[config.mk]
export PLATFORM = sky130hd
export DESIGN_NAME = irq_accept_ctrl
export DESIGN_NICKNAME = d
export VERILOG_FILES = /design/src/rtl/irq_acc_pkg.sv /design/src/rtl/irq_src_cell.sv /design/src/rtl/irq_flag_unit.sv /design/src/rtl/irq_pick.sv /design/src/rtl/irq_accept_ctrl.sv
export SDC_FILE = /design/constraint.sdc
export NUM_CORES = 1
export LEC_CHECK = 0
export ABC_AREA = 1
export CELL_PAD_IN_SITES_DETAIL_PLACEMENT = 0
export CELL_PAD_IN_SITES_GLOBAL_PLACEMENT = 1
export CORE_ASPECT_RATIO = 1.1
export CORE_MARGIN = 4
export CORE_UTILIZATION = 41
export CTS_BUF_LIST = sky130_fd_sc_hd__clkbuf_2 sky130_fd_sc_hd__clkbuf_4 sky130_fd_sc_hd__clkbuf_8
export DETAILED_ROUTE_END_ITERATION = 10
export PLACE_DENSITY_LB_ADDON = 0.1
export SLEW_MARGIN = 10
export SYNTH_ARGS = -nofsm -noshare
export SYNTH_HDL_FRONTEND = slang
export SYNTH_SLANG_ARGS = --single-unit
[constraint.sdc]
create_clock -name clk -period 13.05 [get_ports clk]
set_input_delay 2.61 -clock clk [delete_from_list [all_inputs] [get_ports clk]]
set_output_delay 2.61 -clock clk [all_outputs]
set_load 0.02 [all_outputs]
[src/rtl/irq_acc_pkg.sv]
package irq_acc_pkg;

  // Which path updates the global enable flag this cycle
  typedef enum logic [1:0] {
    FLAG_HOLD = 2'd0,
    FLAG_ORD  = 2'd1,
    FLAG_RET  = 2'd2
  } flag_path_e;

  // Return-from-interrupt takes precedence over an ordinary write
  function automatic flag_path_e flag_path(input logic ret, input logic ord);
    if (ret)      return FLAG_RET;
    else if (ord) return FLAG_ORD;
    else          return FLAG_HOLD;
  endfunction

endpackage

[src/rtl/irq_src_cell.sv]
module irq_src_cell #(
  parameter int LVL_W = 3
) (
  input  logic             clk,
  input  logic             rst_n,
  input  logic             evt,
  input  logic             clr,
  input  logic             lvl_we,
  input  logic [LVL_W-1:0] lvl_wdata,
  output logic             pend_o,
  output logic [LVL_W-1:0] lvl_o
);

  logic             pend_q, pend_d;
  logic [LVL_W-1:0] lvl_q, lvl_d;

  // An event wins over any clear so no request is lost
  always_comb begin
    pend_d = (pend_q & ~clr) | evt;
    lvl_d  = lvl_q;
    if (lvl_we) lvl_d = lvl_wdata;
  end

  always_ff @(posedge clk or negedge rst_n) begin
    if (!rst_n) begin
      pend_q <= 1'b0;
      lvl_q  <= '0;
    end else begin
      pend_q <= pend_d;
      if (lvl_we) lvl_q <= lvl_d;
    end
  end

  assign pend_o = pend_q;
  assign lvl_o  = lvl_q;

endmodule

[src/rtl/irq_flag_unit.sv]
module irq_flag_unit
  import irq_acc_pkg::*;
#(
  parameter int LVL_W = 3
) (
  input  logic             clk,
  input  logic             rst_n,
  input  logic             wr_ret,
  input  logic             wr_ord,
  input  logic             val,
  input  logic             ipl_we,
  input  logic [LVL_W-1:0] ipl_wdata,
  output logic             ien_q_o,
  output logic             ien_eff_o,
  output logic [LVL_W-1:0] ipl_q_o
);

  flag_path_e       path;
  logic             ien_q, ien_d, ien_en;
  logic [LVL_W-1:0] ipl_q, ipl_d;

  always_comb begin
    path   = flag_path(wr_ret, wr_ord);
    ien_en = (path != FLAG_HOLD);
    ien_d  = ien_en ? val : ien_q;
    ipl_d  = ipl_we ? ipl_wdata : ipl_q;
    // Only the return path reaches the check of the current boundary
    ien_eff_o = (path == FLAG_RET) ? val : ien_q;
  end

  always_ff @(posedge clk or negedge rst_n) begin
    if (!rst_n) begin
      ien_q <= 1'b0;
      ipl_q <= '0;
    end else begin
      if (ien_en) ien_q <= ien_d;
      if (ipl_we) ipl_q <= ipl_d;
    end
  end

  assign ien_q_o = ien_q;
  assign ipl_q_o = ipl_q;

endmodule

[src/rtl/irq_pick.sv]
module irq_pick #(
  parameter int NSRC  = 8,
  parameter int LVL_W = 3,
  localparam int IDX_W = (NSRC > 1) ? $clog2(NSRC) : 1
) (
  input  logic [NSRC-1:0]       pend,
  input  logic [NSRC*LVL_W-1:0] lvls,
  input  logic [LVL_W-1:0]      ipl,
  output logic                  any_o,
  output logic [IDX_W-1:0]      idx_o,
  output logic [LVL_W-1:0]      lvl_o
);

  logic [NSRC-1:0] elig;

  genvar gi;
  generate
    for (gi = 0; gi < NSRC; gi++) begin : g_elig
      // Strict compare also removes level 0
      assign elig[gi] = pend[gi] && (lvls[gi*LVL_W +: LVL_W] > ipl);
    end
  endgenerate

  always_comb begin
    idx_o = '0;
    lvl_o = '0;
    for (int i = 0; i < NSRC; i++) begin
      // Strictly greater keeps the lowest index on a tie
      if (elig[i] && (lvls[i*LVL_W +: LVL_W] > lvl_o)) begin
        idx_o = IDX_W'(i);
        lvl_o = lvls[i*LVL_W +: LVL_W];
      end
    end
    any_o = |elig;
  end

endmodule

[src/rtl/irq_accept_ctrl.sv]
module irq_accept_ctrl #(
  parameter int NSRC  = 8,
  parameter int LVL_W = 3,
  localparam int IDX_W = (NSRC > 1) ? $clog2(NSRC) : 1
) (
  input  logic             clk,
  input  logic             rst_n,
  input  logic [NSRC-1:0]  src_req,
  input  logic             insn_bnd,
  input  logic             flag_wr_ret,
  input  logic             flag_wr_ord,
  input  logic             flag_val,
  input  logic             ipl_we,
  input  logic [LVL_W-1:0] ipl_wdata,
  input  logic             cfg_we,
  input  logic [IDX_W-1:0] cfg_sel,
  input  logic [LVL_W-1:0] cfg_lvl,
  input  logic             cfg_req_bit,
  input  logic             ack,
  input  logic [IDX_W-1:0] ack_idx,
  output logic             accept,
  output logic [IDX_W-1:0] win_idx,
  output logic [LVL_W-1:0] win_lvl,
  output logic             ien_o,
  output logic [LVL_W-1:0] ipl_o,
  output logic [NSRC-1:0]  pend_o
);

  // Reset: asserted asynchronously, released on a clock edge
  logic [1:0] rst_sync_q;
  logic       rst_int_n;

  always_ff @(posedge clk or negedge rst_n) begin
    if (!rst_n) rst_sync_q <= 2'b00;
    else        rst_sync_q <= {rst_sync_q[0], 1'b1};
  end
  assign rst_int_n = rst_sync_q[1];

  logic [NSRC-1:0]       clr;
  logic [NSRC-1:0]       lvl_we;
  logic [NSRC*LVL_W-1:0] lvls;
  logic                  ien_eff;
  logic                  any_elig;
  logic [IDX_W-1:0]      pick_idx;
  logic [LVL_W-1:0]      pick_lvl;

  genvar gi;
  generate
    for (gi = 0; gi < NSRC; gi++) begin : g_src
      assign lvl_we[gi] = cfg_we && (cfg_sel == IDX_W'(gi));
      assign clr[gi]    = (lvl_we[gi] && !cfg_req_bit) ||
                          (ack && (ack_idx == IDX_W'(gi)));

      irq_src_cell #(.LVL_W(LVL_W)) u_cell (
        .clk       (clk),
        .rst_n     (rst_int_n),
        .evt       (src_req[gi]),
        .clr       (clr[gi]),
        .lvl_we    (lvl_we[gi]),
        .lvl_wdata (cfg_lvl),
        .pend_o    (pend_o[gi]),
        .lvl_o     (lvls[gi*LVL_W +: LVL_W])
      );
    end
  endgenerate

  irq_flag_unit #(.LVL_W(LVL_W)) u_flag (
    .clk       (clk),
    .rst_n     (rst_int_n),
    .wr_ret    (flag_wr_ret),
    .wr_ord    (flag_wr_ord),
    .val       (flag_val),
    .ipl_we    (ipl_we),
    .ipl_wdata (ipl_wdata),
    .ien_q_o   (ien_o),
    .ien_eff_o (ien_eff),
    .ipl_q_o   (ipl_o)
  );

  irq_pick #(.NSRC(NSRC), .LVL_W(LVL_W)) u_pick (
    .pend  (pend_o),
    .lvls  (lvls),
    .ipl   (ipl_o),
    .any_o (any_elig),
    .idx_o (pick_idx),
    .lvl_o (pick_lvl)
  );

  always_comb begin
    accept  = insn_bnd && ien_eff && any_elig;
    win_idx = accept ? pick_idx : '0;
    win_lvl = accept ? pick_lvl : '0;
  end

endmodule

# After elaboration in Yosys (flattened, before gate mapping)
# Index checks and enable logic that the tools add are counted.
# word_totals
regBits,38
input_bits,30
word_cells,149
# classes
magnitude_cmp,16
n_eq_ne,15
muxes,20
bitwise,24
n_reduce_logical,55
# op_table
cell,n
3-bit greater-than comparator,15
1-bit logical AND,42
3-bit 2-to-1 mux,14
"3-bit equality test, second input constant",8
"3-bit by 2-bit equality test with 1-bit output, second input constant",4
1-bit AND,8
1-bit logical OR,8
1-bit NOT,8
1-bit bitwise OR,8
8-bit OR reduction,1
"3-bit by 1-bit equality test with 1-bit output, second input constant",2
3-bit logical NOT,2
2-bit 2-to-1 mux,3
"3-bit by 1-bit greater-than comparator with 1-bit output, second input constant",1
1-bit 2-to-1 mux,3
"2-bit equality test, second input constant",1
2-bit nonzero test,1
1-bit logical NOT,1

# Longest topological paths before layout
# depth
ltp_word,26
ltp_mapped,65
ltp_nobuf,65

# Hierarchy
# Synthesis repeated with hierarchy kept, for this count alone.
# unflattened
cells_unflattened,495
hier_area_um2,3417.0
# by_module_without_submodules
mod,instances,cells_each,area_per_inst_um2,seq_area_each_um2
irq_pick,1,255,1686.6,0.0
irq_src_cell,8,18,152.6,100.1
irq_accept_ctrl,1,76,342.8,50.0
irq_flag_unit,1,20,166.4,100.1

# Least setup slack after synthesis
# No wires, ideal clock.
# synth_timing
kind,reg-to-output
start,"register u_flag.ipl_q[2], in the netlist u_flag.ipl_q_o[2]"
end,output win_idx[1]
arrival_time_ns,8.331
required_time_ns,10.440
setup_slack_ns,2.109
path_stages_with_launch,62
path_buffers,0
cell_sequence,dfrtp_1 > inv_1 > ha_1 > nand3_1 > nand2_1 > inv_2 > nand3_1 > ha_1 > nand2_1 > nor2_1 > nor2_1 > nor2_4 > nand2_4 > o21ai_0 > ha_1 > inv_1 > nor2_2 > nor2_4 > [26 not listed] > nand2_2 > nand2_1 > ha_1 > nand2_1 > nor2_1 > a211oi_1 > a31oi_1 > nand2_1 > inv_1 > nand2_1 > and2_1 > ha_1 > nand2_1 > o21ai_0 > nand3_1 > inv_1 > nor2_1 > a21oi_1
# synth_between
elab_chain_cells,26
# synth_lines
item,line,source
start: declaration,irq_flag_unit.sv:20,"logic [LVL_W-1:0] ipl_q, ipl_d;"
start signal: assignment,irq_flag_unit.sv:37,if (ipl_we) ipl_q <= ipl_d;
3-bit greater-than comparator,irq_pick.sv:20,assign elig[gi] = pend[gi] && (lvls[gi*LVL_W +: LVL_W] > ipl);
1-bit logical AND,irq_pick.sv:20,
1-bit logical AND,irq_pick.sv:29,if (elig[i] && (lvls[i*LVL_W +: LVL_W] > lvl_o)) begin
3-bit 2-to-1 mux,irq_pick.sv:29,
3-bit greater-than comparator,irq_pick.sv:29,
1-bit logical AND,irq_pick.sv:29,
3-bit 2-to-1 mux,irq_pick.sv:29,
3-bit greater-than comparator,irq_pick.sv:29,
[10 not listed],-,
3-bit 2-to-1 mux,irq_pick.sv:29,
3-bit greater-than comparator,irq_pick.sv:29,
1-bit logical AND,irq_pick.sv:29,
3-bit 2-to-1 mux,irq_pick.sv:29,
3-bit greater-than comparator,irq_pick.sv:29,
1-bit logical AND,irq_pick.sv:29,
3-bit 2-to-1 mux,irq_pick.sv:29,
3-bit 2-to-1 mux *,irq_accept_ctrl.sv:91,win_idx = accept ? pick_idx : '0;
end: declaration,irq_accept_ctrl.sv:22,"output logic [IDX_W-1:0] win_idx,"
# Every way passes the cells marked *; elsewhere a longest branch is shown, timed or not.

# Worst setup path after layout
# layout_timing
start,"register u_flag.ipl_q[0], in the netlist u_flag.ipl_q_o[0]"
end,output win_idx[1]
# Same word-level chain as after synthesis.

==> impl_metrics.json <==
{
  "run_status": "completed",
  "cts.htree.levels": 2,
  "synth_area_um2": 3170,
  "required_ns": 10.44,
  "critical_path_depth": 63,
  "rr_worst_depth": 1,
  "class_of_the_most_critical_setup_path": "flip-flop to output port",
  "path_buf_inv": 9,
  "cts_made_buffers": 5,
  "instances_no_fill": 567,
  "maximum_number_of_pins_on_one_net_before_global_route_repair": 32,
  "maxCapViolCount": 0,
  "synthesized_instance_count": 411,
  "post-route-min-period_ns": 12.01,
  "cts_root_buffer": "sky130_fd_sc_hd__clkbuf_8",
  "final.fill_count": 764,
  "port_buffers": 48,
  "min-delay-path-class": "flip-flop to asynchronous set/reset pin",
  "worst_r2r_endpoint": "u_flag.ipl_q_o[0]",
  "worst-endpoint-arrival_ns": 9.40,
  "drt_wl_total_um": 7110,
  "achievable-frequency_mhz": 83.3,
  "avgRoutedWirePerCell_um": 12.5,
  "grt_pass1_wl_um": 12300,
  "place_hpwl_um": 6080,
  "synth.yosys.warnings": 0,
  "syn_area_per_cell_um2": 7.72,
  "pre_cts_slack_ns": 0.877,
  "finish.utilization_pct": 51.4,
  "mappedNetlistNets": 479,
  "effective_utilization_at_floorplan_pct": 42.2,
  "fp.dieW_um": 91.9,
  "drtAntennaViolNets": 0,
  "ys_async_rst_share_pct": 100,
  "coreArea_um2": 7510,
  "cts.sink_count": 38,
  "hold_viol": 0,
  "clk_path_buf_depth": 2,
  "final.setup.tns_ns": 0,
  "worst_clock_skew_ns": 0.00703,
  "design.die.area_um2": 9220,
  "yosysUniqueCellTypes": 37,
  "violation_count_after_the_first_detailed_route_iteration": 88,
  "critical_path.top_delay_family": "simple AND/OR/NAND/NOR gates",
  "power.static_leakage_nw": 1.97,
  "grt.overflow.total": 0,
  "die_height_um": 100,
  "insertedDiodeCount": 0,
  "cts.clk_slew.worst_paths_ns": 0.07,
  "area_growth_syn_to_layout_pct": 21.6,
  "ys.flop_type": "sky130_fd_sc_hd__dfrtp_1",
  "gr-usage-all-layers_pct": 16.6,
  "peakVddDrop_v": 0.0000723,
  "placed_cells_incl_taps": 556,
  "crit_path_end_kind": "output port",
  "layout_worst_path_cycle_share_pct": 92.0,
  "r2r_start": "u_flag.ipl_q_o[0]",
  "hold_slack_ns": 0.0749,
  "drt-pass1-iter-count": 4,
  "critical_path_peak_fanout": 10,
  "grt_pass1_vias": 2603,
  "timing.final.setup_violations": 0,
  "boundaryPins": 49,
  "max_stage_delay_ns": 0.62,
  "rrSetupSlack_ns": 12.07,
  "ys_ff_latch": 38,
  "worstSetupStartpointType": "flip-flop",
  "post-route-drc-count": 0,
  "cts_tree": "yes",
  "final_max_slew_viol_count": 0,
  "synth_seq_area_share_pct": 30.0,
  "final_layout_size_suffix_gt1_share_pct": 13.9,
  "rsz_0062_raised_after_global_routing": "no",
  "post_drt_via_cell_ratio": 4.78,
  "synth-edff-count": 0,
  "gpl.final_weighted_congestion": 0.820,
  "nets": 531,
  "number_of_antenna_violations_at_the_first_check_in_global_routing": 0,
  "cpMaxStageDelayCell": "sky130_fd_sc_hd__clkdlybuf4s50_1",
  "most_prevalent_standard_cell_on_the_critical_path": "sky130_fd_sc_hd__nand2_1",
  "powerDensity_nw_per_um2": 169,
  "critPathLaunch": "u_flag.ipl_q_o[0]",
  "placementRows": 33,
  "worst_skew_pair.late_latency_ns": 0.28,
  "fin_ws_ns": 1.04,
  "vias": 2712
}
==> worst max-delay path by stage <==
| stage | slack [ns] | endpoint |
|---|---|---|
| floorplan | 2.11 | win_idx[1] |
| global placement | 1.00 | win_idx[1] |
| detailed placement | 0.88 | win_idx[1] |
| CTS | 0.55 | win_idx[1] |
| global route | 0.07 | win_idx[2] |
| finish | 1.04 | win_idx[1] |
==> layer usage <==
layer | GRT usage [%] | vias up | routed length, µm
li1 | - | 1463 | -
met4 | 4.46 | 0 | 78
met3 | 2.17 | 6 | 295
met5 | 0 | - | 0
met1 | 23.4 | 1189 | 3600
met2 | 27.1 | 54 | 3130
==> stage by stage <==
stage	total power [mW]	instance area (µm²)
6_report	0.652	3860
5_1_grt	0.729	3860
4_1_cts	0.657	3810
3_5_place_dp	0.577	3730
3_3_place_gp	0.568	3730
2_1_floorplan	0.484	3170
==> timing repair <==
action / 4_1_cts / 5_1_grt
setup endpoints to repair: 0 / 6
resized for setup: 0 / 6
endpoints found under the hold margin: 0 / 0
hold buffers: 0 / 0
setup buffers: 0 / 5
==> synth_stat cells (all sizes together) (2+ instances only) <==
library cell	count	area share, %
a21boi	2	1.2
o21ai	40	6.4
nor2	31	5.2
and2	3	0.67
nand4	2	0.39
nor3	3	0.47
dfrtp	38	30
a21oi	12	1.9
nand3b	2	0.47
ha	38	15
inv	57	6.7
o22ai	5	0.99
buf	8	1.9
nand3	39	7.6
or2	3	0.59
nand2	106	15
o21bai	9	2.2
a211oi	5	1.2
==> power by group <==
group	internal [mW]	total, mW	switching, mW
logic	0.175	0.421	0.246
registers	0.135	0.154	0.0196
clock network	0.0407	0.0766	0.0359
total	0.350	0.652	0.302
==> sequential cells by signal, indices dropped and copies added (netlist names) <==
name,count
u_flag.ien_q_o,1
u_flag.ipl_q_o,3
g_src.u_cell.pend_o,8
rst_sync_q,2
g_src.u_cell.lvl_o,24
==> final cells by class <==
class,count,area [µm²],share of cell area [%]
Multi-Input combinational cell,307,1950,50.5
Sequential cell,38,951,24.6
Clock buffer,6,82.6,2.14
Inverter,57,221,5.74
Tap cell,105,131,3.40
Timing Repair Buffer,54,526,13.6
==> logic make-up after synthesis <==
family	synth area share, %
AO/OA/AOI/OAI	14.9
adder cells (fa/ha/maj)	15.0
buffers and inverters	8.75
flip-flops	30.0
multiplexers	0.355
other	0.118
AND/OR/NAND/NOR	30.9
==> layout by cell type (no fill, tap or decap), types with 7 or more instances in the layout <==
| master | synthesis | layout |
|---|---|---|
| sky130_fd_sc_hd__clkdlybuf4s50_1 | 0 | 48 |
| sky130_fd_sc_hd__inv_1 | 52 | 50 |
| sky130_fd_sc_hd__o21ai_0 | 39 | 36 |
| sky130_fd_sc_hd__nand2_4 | 8 | 8 |
| sky130_fd_sc_hd__a21oi_1 | 12 | 12 |
| sky130_fd_sc_hd__nand3_2 | 7 | 7 |
| sky130_fd_sc_hd__nor2_1 | 25 | 25 |
| sky130_fd_sc_hd__nand2_1 | 87 | 87 |
| sky130_fd_sc_hd__o21bai_1 | 8 | 8 |
| sky130_fd_sc_hd__dfrtp_1 | 38 | 38 |
| sky130_fd_sc_hd__ha_1 | 38 | 38 |
| sky130_fd_sc_hd__nand2_2 | 11 | 11 |
| sky130_fd_sc_hd__nand3_1 | 31 | 31 |
Note: power is estimated with default switching activity, not from simulation.
